File: config.mk
export PLATFORM = sky130hd
export DESIGN_NAME = lp_cmp_timer
export DESIGN_NICKNAME = d
export VERILOG_FILES = /design/src/rtl/lp_cmp_timer_pkg.sv /design/src/rtl/lpt_regs.sv /design/src/rtl/lpt_counter.sv /design/src/rtl/lpt_trig_fsm.sv /design/src/rtl/lp_cmp_timer.sv
export SDC_FILE = /design/constraint.sdc
export NUM_CORES = 1
export LEC_CHECK = 0
export BUFFER_PORTS_ARGS = -buffer_cell sky130_fd_sc_hd__buf_2
export CORE_MARGIN = 2
export CORE_UTILIZATION = 40
export DETAILED_ROUTE_END_ITERATION = 10
export PLACE_DENSITY = 0.57
export SLEW_MARGIN = 10
export SYNTH_ARGS = -nofsm -noshare
export SYNTH_HDL_FRONTEND = slang
export SYNTH_HIERARCHICAL = 1
export SYNTH_SLANG_ARGS = --single-unit
File: constraint.sdc
create_clock -name clk_i -period 4.11 [get_ports clk_i]
set_clock_uncertainty 0.05 [all_clocks]
set_input_delay 0.822 -clock clk_i [delete_from_list [all_inputs] [get_ports clk_i]]
set_output_delay 0.822 -clock clk_i [all_outputs]
set_load 0.02 [all_outputs]
File: src/rtl/lp_cmp_timer_pkg.sv
`timescale 1ns/1ps
package lp_cmp_timer_pkg;
    localparam int ADDR_CTRL = 0;
    localparam int ADDR_CMP  = 1;
    localparam int ADDR_CNT  = 2;

    localparam int BIT_RUN  = 0;
    localparam int BIT_IEN  = 1;
    localparam int BIT_FREE = 2;
    localparam int BIT_FLAG = 3;

    typedef enum logic [1:0] {
        TS_OFF   = 2'd0,
        TS_ARMED = 2'd1,
        TS_PULSE = 2'd2,
        TS_LATCH = 2'd3
    } trig_state_t;
endpackage

File: src/rtl/lpt_regs.sv
`timescale 1ns/1ps
module lpt_regs
    import lp_cmp_timer_pkg::*;
#(
    parameter int CNT_W  = 16,
    parameter int DATA_W = 16,
    parameter int ADDR_W = 2
) (
    input  logic              clk_i,
    input  logic              rst_i,
    input  logic              wr_i,
    input  logic [ADDR_W-1:0] addr_i,
    input  logic [DATA_W-1:0] wdata_i,
    input  logic              hit_i,
    input  logic [CNT_W-1:0]  cnt_i,
    output logic              run_q,
    output logic              run_d,
    output logic              ien_q,
    output logic              free_q,
    output logic              flag_q,
    output logic [CNT_W-1:0]  cmp_q,
    output logic [DATA_W-1:0] rdata_o
);
    logic wr_ctrl;
    logic wr_cmp;

    assign wr_ctrl = wr_i && (addr_i == ADDR_W'(ADDR_CTRL));
    assign wr_cmp  = wr_i && (addr_i == ADDR_W'(ADDR_CMP));
    assign run_d   = wr_ctrl ? wdata_i[BIT_RUN] : run_q;

    always_ff @(posedge clk_i) begin
        if (rst_i) begin
            run_q  <= 1'b0;
            ien_q  <= 1'b0;
            free_q <= 1'b0;
            cmp_q  <= '0;
        end else begin
            run_q <= run_d;
            if (wr_ctrl) begin
                ien_q <= wdata_i[BIT_IEN];
                if (!run_q) free_q <= wdata_i[BIT_FREE];
            end
            if (wr_cmp && !run_q) cmp_q <= CNT_W'(wdata_i);
        end
    end

    // match flag: disable clears, a match sets, write-one clears (set wins)
    always_ff @(posedge clk_i) begin
        if (rst_i)                             flag_q <= 1'b0;
        else if (!run_d)                       flag_q <= 1'b0;
        else if (hit_i)                        flag_q <= 1'b1;
        else if (wr_ctrl && wdata_i[BIT_FLAG]) flag_q <= 1'b0;
    end

    always_comb begin
        rdata_o = '0;
        unique case (int'(addr_i))
            ADDR_CTRL: begin
                rdata_o[BIT_RUN]  = run_q;
                rdata_o[BIT_IEN]  = ien_q;
                rdata_o[BIT_FREE] = free_q;
                rdata_o[BIT_FLAG] = flag_q;
            end
            ADDR_CMP: rdata_o = DATA_W'(cmp_q);
            ADDR_CNT: rdata_o = DATA_W'(cnt_i);
            default:  rdata_o = '0;
        endcase
    end

    AST_FLAG_CLEAR_WHEN_OFF: assert property (@(posedge clk_i) disable iff (rst_i)
        !run_q |-> !flag_q);
    AST_CMP_FROZEN: assert property (@(posedge clk_i) disable iff (rst_i)
        (run_q && $past(run_q)) |-> $stable(cmp_q));
    AST_FREE_FROZEN: assert property (@(posedge clk_i) disable iff (rst_i)
        (run_q && $past(run_q)) |-> $stable(free_q));
endmodule

File: src/rtl/lpt_counter.sv
`timescale 1ns/1ps
module lpt_counter #(
    parameter int CNT_W = 16
) (
    input  logic             clk_i,
    input  logic             rst_i,
    input  logic             run_q,
    input  logic             run_d,
    input  logic             tick_i,
    input  logic             free_i,
    input  logic [CNT_W-1:0] cmp_i,
    output logic [CNT_W-1:0] cnt_q,
    output logic             hit_o
);
    logic             step;
    logic [CNT_W-1:0] cnt_nxt;

    assign step    = tick_i && run_q && run_d;
    assign cnt_nxt = (!free_i && (cnt_q == cmp_i)) ? '0 : cnt_q + 1'b1;
    assign hit_o   = step && (cnt_nxt == cmp_i);

    always_ff @(posedge clk_i) begin
        if (rst_i)       cnt_q <= '0;
        else if (!run_d) cnt_q <= '0;
        else if (step)   cnt_q <= cnt_nxt;
    end

    AST_CNT_HOLD: assert property (@(posedge clk_i) disable iff (rst_i)
        (run_q && run_d && !tick_i) |=> $stable(cnt_q));
    AST_CNT_FREE_STEP: assert property (@(posedge clk_i) disable iff (rst_i)
        (step && free_i) |=> (cnt_q == CNT_W'($past(cnt_q) + 1'b1)));
    AST_CNT_BOUNDED: assert property (@(posedge clk_i) disable iff (rst_i)
        (run_q && !free_i && $past(run_q) && $past(!free_i)) |-> (cnt_q <= cmp_i));
endmodule

File: src/rtl/lpt_trig_fsm.sv
`timescale 1ns/1ps
module lpt_trig_fsm
    import lp_cmp_timer_pkg::*;
(
    input  logic clk_i,
    input  logic rst_i,
    input  logic run_q,
    input  logic run_d,
    input  logic tick_i,
    input  logic hit_i,
    input  logic latch_mode_i,
    output logic trig_o
);
    trig_state_t state_q;
    trig_state_t state_d;
    logic        step;

    assign step = tick_i && run_q && run_d;

    always_comb begin
        state_d = state_q;
        unique case (state_q)
            TS_OFF:   if (run_d) state_d = TS_ARMED;
            TS_ARMED: if (hit_i) state_d = latch_mode_i ? TS_LATCH : TS_PULSE;
            TS_PULSE: begin
                if (hit_i)     state_d = latch_mode_i ? TS_LATCH : TS_PULSE;
                else if (step) state_d = TS_ARMED;
            end
            TS_LATCH: state_d = TS_LATCH;
            default:  state_d = TS_OFF;
        endcase
        if (!run_d) state_d = TS_OFF;
    end

    always_ff @(posedge clk_i) begin
        if (rst_i) state_q <= TS_OFF;
        else       state_q <= state_d;
    end

    always_comb begin
        unique case (state_q)
            TS_PULSE, TS_LATCH: trig_o = 1'b1;
            default:            trig_o = 1'b0;
        endcase
    end

    AST_LATCH_HOLDS: assert property (@(posedge clk_i) disable iff (rst_i)
        (state_q == TS_LATCH && run_d) |=> (state_q == TS_LATCH));
    AST_TRIG_LOW_OFF: assert property (@(posedge clk_i) disable iff (rst_i)
        !run_q |-> !trig_o);
    AST_PULSE_DROPS: assert property (@(posedge clk_i) disable iff (rst_i)
        (state_q == TS_PULSE && step && !hit_i) |=> !trig_o);
endmodule

File: src/rtl/lp_cmp_timer.sv
`timescale 1ns/1ps
module lp_cmp_timer #(
    parameter int CNT_W  = 16,
    parameter int DATA_W = 16,
    parameter int ADDR_W = 2
) (
    input  logic              clk_i,
    input  logic              rst_i,
    input  logic              tick_i,
    input  logic              wr_i,
    input  logic [ADDR_W-1:0] addr_i,
    input  logic [DATA_W-1:0] wdata_i,
    output logic [DATA_W-1:0] rdata_o,
    output logic              trig_o,
    output logic              irq_o
);
    logic             run_q, run_d, ien_q, free_q, flag_q, hit;
    logic [CNT_W-1:0] cmp_q, cnt_q;
    logic             latch_mode;

    assign latch_mode = (cmp_q == '0) && !free_q;
    assign irq_o      = ien_q && flag_q;

    lpt_regs #(.CNT_W(CNT_W), .DATA_W(DATA_W), .ADDR_W(ADDR_W)) regs_i (
        .clk_i(clk_i), .rst_i(rst_i), .wr_i(wr_i), .addr_i(addr_i),
        .wdata_i(wdata_i), .hit_i(hit), .cnt_i(cnt_q),
        .run_q(run_q), .run_d(run_d), .ien_q(ien_q), .free_q(free_q),
        .flag_q(flag_q), .cmp_q(cmp_q), .rdata_o(rdata_o)
    );

    lpt_counter #(.CNT_W(CNT_W)) cnt_i (
        .clk_i(clk_i), .rst_i(rst_i), .run_q(run_q), .run_d(run_d),
        .tick_i(tick_i), .free_i(free_q), .cmp_i(cmp_q),
        .cnt_q(cnt_q), .hit_o(hit)
    );

    lpt_trig_fsm fsm_i (
        .clk_i(clk_i), .rst_i(rst_i), .run_q(run_q), .run_d(run_d),
        .tick_i(tick_i), .hit_i(hit), .latch_mode_i(latch_mode),
        .trig_o(trig_o)
    );

    AST_TRIG_SETS_FLAG: assert property (@(posedge clk_i) disable iff (rst_i)
        $rose(trig_o) |-> flag_q);
    AST_MATCH_EDGE: assert property (@(posedge clk_i) disable iff (rst_i)
        hit |=> (flag_q && trig_o && cnt_q == cmp_q));
    AST_FLAG_SET_WINS: assert property (@(posedge clk_i) disable iff (rst_i)
        (hit && run_d) |=> flag_q);
endmodule

### After elaboration in Yosys (flattened, before gate mapping)

Cells that the tools add are included.

* register bits after elaboration: 38
* bits of input ports: 22
* word-level logic and storage cells: 51

* add/sub/neg operators: 1
* eq/ne operators: 9
* multiplexer cells: 12
* bitwise gates (word level): 2
* reduce and logical (&&, ||, !) cells: 20

Operators by type and width (count)
* equality test 16 bit: 2
* one-hot mux 12 bit (2 select lines): 1
* adder 16 x 1 -> 16 bit, second input constant: 1
* logical NOT 16 bit: 1
* two-way mux 16 bit: 1
* one-hot mux 4 bit (3 select lines): 1
* logical AND 1 bit: 10
* one-hot mux 2 bit (4 select lines): 1
* equality test 2 bit, second input constant: 3
* two-way mux 2 bit: 3
* two-way mux 1 bit: 5
* equality test 2 x 1 -> 1 bit, second input constant: 2
* logical NOT 2 bit: 2
* AND reduction 2 bit: 2
* OR reduction 2 bit: 2
* inequality test 3 bit, second input constant: 1
* logical NOT 1 bit: 2
* inequality test 2 bit, second input constant: 1
* inverter 1 bit: 2
* nonzero test 2 bit: 1

### Logic depth before layout (Yosys ltp)

* depth in word-level cells: 7
* gate-level depth with buffers: 17

### Cells and area by module

Netlist, hierarchy kept.

By module, submodules not included
* lpt_counter: times used 1, cells an instance 225, area an instance 1650.3 um^2, seq. area each 320.3 um^2
* lpt_regs: times used 1, cells an instance 132, area an instance 1088.5 um^2, seq. area each 400.4 um^2
* lpt_trig_fsm: times used 1, cells an instance 12, area an instance 108.9 um^2, seq. area each 40.0 um^2
* lp_cmp_timer: times used 1, cells an instance 7, area an instance 47.5 um^2, seq. area each 0.0 um^2

### Least setup slack after synthesis

No wires, ideal clock.

* path type: input-to-reg
* start point: in addr_i[0]
* end point: reg fsm_i.state_q[0]
* setup time: 0.115 ns
* data arrival time: 3.363 ns
* required time: 3.945 ns
* slack: 0.582 ns
* cell stages on the path: 16
* path buffers: 2
* path through: inv_1 > ha_1 > buf_2 > nand2_1 > mux2i_1 > inv_1 > and3_1 > clkbuf_1 > o21ai_0 > a21oi_1 > o221ai_1 > o32a_1 > a2111oi_2 > nand4b_1 > nand3_1 > nor3b_2

* cells in the longest elaborated chain, start to end: 7

Ends and longest elaborated chain
* from (decl): RTL line lp_cmp_timer.sv:11 `input logic [ADDR_W-1:0] addr_i,`
* logical NOT 2 bit (*): RTL line lpt_regs.sv:27 `assign wr_ctrl = wr_i && (addr_i == ADDR_W'(ADDR_CTRL));`
* logical AND 1 bit (*): RTL line lpt_regs.sv:27
* two-way mux 1 bit (*): RTL line lpt_regs.sv:29 `assign run_d = wr_ctrl ? wdata_i[BIT_RUN] : run_q;`
* via run_d: RTL line lp_cmp_timer.sv:17 `logic run_q, run_d, ien_q, free_q, flag_q, hit;`
* logical AND 1 bit (*): RTL line lpt_counter.sv:18 `assign step = tick_i && run_q && run_d;`
* logical AND 1 bit (*): RTL line lpt_counter.sv:20 `assign hit_o = step && (cnt_nxt == cmp_i);`
* via hit: RTL line lp_cmp_timer.sv:17
* two-way mux 2 bit (tied with other cells): RTL line lpt_trig_fsm.sv:26 `if (hit_i) state_d = latch_mode_i ? TS_LATCH : TS_PULSE;`
* one-hot mux 2 bit (4 select lines) / AND reduction 2 bit (equally long branches)
* to (signal assigned): RTL line lpt_trig_fsm.sv:37 `else state_q <= state_d;`
* to (decl): RTL line lpt_trig_fsm.sv:14 `trig_state_t state_q;`

Mark *: on every way through the listed nets, which the timed path passes. The rest lies on a longest branch.
A chain may end at the register's enable or synchronous reset.

### Final worst setup path

* start point: reg cnt_i.cnt_q[3]
* end point: reg fsm_i.state_q[0]

* cells in the longest elaborated chain, start to end: 7

Ends and longest elaborated chain
* from (decl): RTL line lpt_counter.sv:12 `output logic [CNT_W-1:0] cnt_q,`
* from (signal assigned): RTL line lpt_counter.sv:25 `else if (step) cnt_q <= cnt_nxt;`
* parallel branches: the longest is 2 deep, another holds adder 16 x 1 -> 16 bit
* two-way mux 16 bit (*): RTL line lpt_counter.sv:19 `assign cnt_nxt = (!free_i && (cnt_q == cmp_i)) ? '0 : cnt_q + 1'b1;`
* equality test 16 bit (*): RTL line lpt_counter.sv:20
* logical AND 1 bit (*): RTL line lpt_counter.sv:20
* via hit: RTL line lp_cmp_timer.sv:17
* two-way mux 2 bit (tied with other cells): RTL line lpt_trig_fsm.sv:26
* one-hot mux 2 bit (4 select lines) / AND reduction 2 bit (equally long branches)

Mark *: on every way through the listed nets, which the timed path passes.

==> reports/summary.log <==
qor: power.total_power 0.934 mW
qor: placed_design.place.detailed.hpwl 6.30 mm
qor: synth.synthesis.area_per_instance 7.70 µm²
qor: critical_path.path_max_fanout 9
qor: synth.ys_async_sr_fraction 0
qor: floorplan.core_area 0.00714 mm²
qor: flow_run.max_capacitance_violation_count 0
qor: synth.synth_cell_types 59
qor: finish.area.growth.synth_to_final 12.1%
qor: clock_tree.cts_made_buffers 5
qor: synth.synthesis.nets 403
qor: clock_tree.maximum_clock_insertion_buffer_count 2
qor: min_path.worstHoldPathCells 2
qor: floorplan.die_h 89.1 µm
qor: floorplan.initial_cell_density_of_the_core 0.406
qor: clock_tree.cts_htree_levels 2
qor: synth.synth.cells.most_frequent nand2_1 (47), dfxtp_1 (38), a21oi_1 (29), nor2_1 (25), o21ai_0 (22)
qor: synth.dominantRegCellSynth dfxtp_1
qor: sta.clock.fmax 0.300 GHz
qor: clock_tree.cts_hold_buf 0
qor: critical_path.largest_incremental_delay_on_the_critical_path 0.61 ns
qor: grt.globalRouteOverflowTotal 0
qor: synth.ys_ff_latch 38
qor: critical_path.worstPathRequired 4.25 ns
qor: sta.rsz0062_at_grt false
qor: synth.synth_warnings 6
qor: critical_path.critical_path_cell_sequence nand4_4, o41a_1, a32oi_1, nand4_1, a2111oi_2, o2111ai_1, a2111oi_2, nand4b_1, nand3_1, nor3b_2
qor: routing.finalWirelength 8.80 mm
qor: synth.synth.area.top_cells dfxtp_1 (26%), nand2_1 (6.1%), xnor2_1 (6.1%)
qor: sta.postLayoutSetupSlackWorst 0.777 ns
qor: sta.fin_crit 3.33 ns
qor: clock_tree.clock_slew_seen_by_the_registers_of_the_worst_setup_and_hold_paths 0.09 ns
qor: floorplan.io_pins 40
qor: clock_tree.num_clock_sinks 38
qor: routing.detail_route.wl_per_cell 17.6 µm
qor: outcome.status finished clean
qor: routing.drt_drc_violations_left 0
qor: synth.synth_top_area_cell dfxtp_1
qor: min_path.worst_hold_startpoint regs_i/ien_q$_SDFFE_PP0N_
qor: grt.grtUsageTotal 0.229
qor: clock_tree.clock-root-buffer clkbuf_8
qor: sta.fin_tns_setup 0 ns
qor: grt.pin_count_of_the_biggest_net_entering_global_routing 23
qor: critical_path.worst_r2r_startpoint cnt_i/cnt_q[3]$_SDFFE_PP0P_
qor: sta.finalHoldViolCount 0
qor: floorplan.dieWidth 89.1 µm
qor: routing.drt_first_pass_iters 5
qor: routing.drt_first_iter_violations 335
qor: critical_path.reg2reg_setup_slack 0.78 ns
qor: clock_tree.clock_tree_from_tritoncts built
qor: placed_design.portBuffers 39
qor: synth.leading_cell_type_by_number_of_instances_after_synthesis nand2_1
qor: routing.ant_nets 0
qor: critical_path.worst_ep_arrival_time 3.48 ns
qor: min_path.hp-class flop to flop
qor: critical_path.timing.critical_path.from_type flop
qor: finish.final_util 0.455
qor: critical_path.slowest_stage_cell_on_the_critical_path dfxtp_1
qor: power.p_leak 1.09 nW
qor: grt.grt.met1_usage 0.328
qor: synth.post_synth_instance_area 0.00290 mm²
qor: clock_tree.post_cts_buffers 0
qor: critical_path.worst-r2r-cell-count 10
qor: critical_path.timing.critical_path.from cnt_i/cnt_q[3]$_SDFFE_PP0P_
qor: grt.grt_antenna_before_repair 0
qor: sta.final-setup-viol-count 0
qor: finish.nNetsFinal 428
qor: routing.routed_via_density 5.73
qor: grt.first_pass_grt_wire_length 13.9 mm
qor: synth.synth.top_cell.area_share 0.263
qor: grt.use_met3 0.0342
qor: critical_path.regToRegEndpoint fsm_i/state_q[0]$_SDFFE_PP0P_
qor: floorplan.fp-row-count 31
qor: sta.maxSlewHeadroom 0.476
qor: sta.finalMaxSlewViolations 0
qor: placed_design.preCtsSetupSlack 0.550 ns
qor: clock_tree.post_cts.resized_instances 0
qor: sta.tightest_slew 0.785 ns
qor: synth.ys_seq_area_frac 0.263
qor: synth.synth_cells 376
qor: synth.synth_edf_count 0
qor: sta.post-route-period-util 0.811
qor: grt.first_global_vias 2590
qor: clock_tree.clock_latency_at_the_later_pin_of_the_worst_skew_pair 0.30 ns
qor: floorplan.design.die.area 0.00793 mm²
qor: critical_path.worst_path_most_repeated_cell a2111oi_2
qor: grt.grt_most_used_layer met2
qor: finish.fill_cell_count 754
qor: critical_path.crit_path_end_kind flop
qor: grt.grt_util_met2 0.355
qor: min_path.holdPathEnd regs_i/ien_q$_SDFFE_PP0N_
qor: power.ir_worst_vdd 0.125 mV
qor: placed_design.gp_congestion 0.919
qor: power.power-per-cell-area 288 mW/mm²
qor: finish.layout-drive-gt1-share 0.206
qor: critical_path.worst_setup_path_type flop to flop
qor: routing.num_vias 2872
qor: finish.n_antenna_cell 0
cells by family (layout without fill, tap and decap cells):
| family | count (synthesis) | count (layout) | synth area share |
|---|---|---|---|
| AOI/OAI and AO/OA | 98 | 98 | 0.231 |
| adders and majority gates | 5 | 5 | 0.0216 |
| muxes | 3 | 3 | 0.0104 |
| xor gates and xnor gates | 25 | 25 | 0.0756 |
| DFF | 38 | 38 | 0.263 |
| buffers and inverters | 37 | 63 | 0.0696 |
| and+or+nand+nor | 170 | 170 | 0.329 |
sequential cells by signal, summed over array words and instances, names as in the netlist:
name and count:
regs_i/ien_q 1, regs_i/flag_q 1, regs_i/cmp_q 16, cnt_i/cnt_q 16, regs_i/free_q 1, fsm_i/state_q 2
regs_i/run_q 1
final cells by class:
| type | instances | area (µm²) | share of cell area |
|---|---|---|---|
| multi-input cells | 301 | 1930 | 0.596 |
| flip-flops and latches | 38 | 761 | 0.234 |
| repair buffers | 47 | 255 | 0.0786 |
| well taps | 99 | 124 | 0.0382 |
| clock buffers | 6 | 82.6 | 0.0254 |
| clock inverters | 2 | 60.1 | 0.0185 |
| inverters | 8 | 30.0 | 0.00925 |
how the worst max path moves through the flow:
| stage | to | slack [ns] | cells past startpoint |
|---|---|---|---|
| final | fsm_i/state_q[0]$_SDFFE_PP0P_ | 0.78 | 10 |
| after global routing | fsm_i/state_q[0]$_SDFFE_PP0P_ | 0.48 | 10 |
| after CTS | fsm_i/state_q[0]$_SDFFE_PP0P_ | 0.78 | 10 |
| after detailed placement | fsm_i/state_q[0]$_SDFFE_PP0P_ | 0.55 | 15 |
| after global placement | fsm_i/state_q[0]$_SDFFE_PP0P_ | 0.62 | 15 |
| after floorplan | fsm_i/state_q[0]$_SDFFE_PP0P_ | 0.58 | 16 |
worst max-delay path, delay by kind of cell, from the launching register on:
family	cells	cell delay, ns
simple gates	5	0.81
compound gates	5	1.74
flops	1	0.61
per-stage QoR:
stage | hold WS [ns] | cells | instance area [µm²]
after floorplan | 0.394 | 376 | 2900
after global routing | 0.471 | 501 | 3250
after detailed placement | 0.437 | 493 | 3100
final | 0.438 | 501 | 3250
after CTS | 0.451 | 501 | 3250
after global placement | 0.427 | 493 | 3100
where the power goes:
group          internal [mW]  switching, mW
clock                  0.259          0.151
sequential             0.374         0.0142
combinational         0.0524         0.0823
placed cells by master, fill, tap and decap left out, drive strengths merged, types with 3 or more instances in the layout:
master	netlist	routed
xor2	5	5
xnor2	20	20
nor4	11	11
ha	5	5
a21oi	39	39
o2bb2ai	3	3
inv	8	8
buf	21	47
clkbuf	8	6
o21ai	22	22
nand2b	5	5
nand3b	4	4
and3	5	5
a222oi	4	4
nand4	10	10
nor2b	16	16
or4	3	3
and2	4	4
mux2i	3	3
nand2	52	52
nor3	7	7
dfxtp	38	38
nor2	25	25
nand3	14	14
or3	6	6
a22oi	13	13
layer usage:
layer,part of all wire,vias up
met5,0,-
met4,0.012,0
met3,0.054,8
met2,0.45,86
met1,0.48,1383
li1,-,1395
No activity file was read; power rests on OpenSTA's default activity.
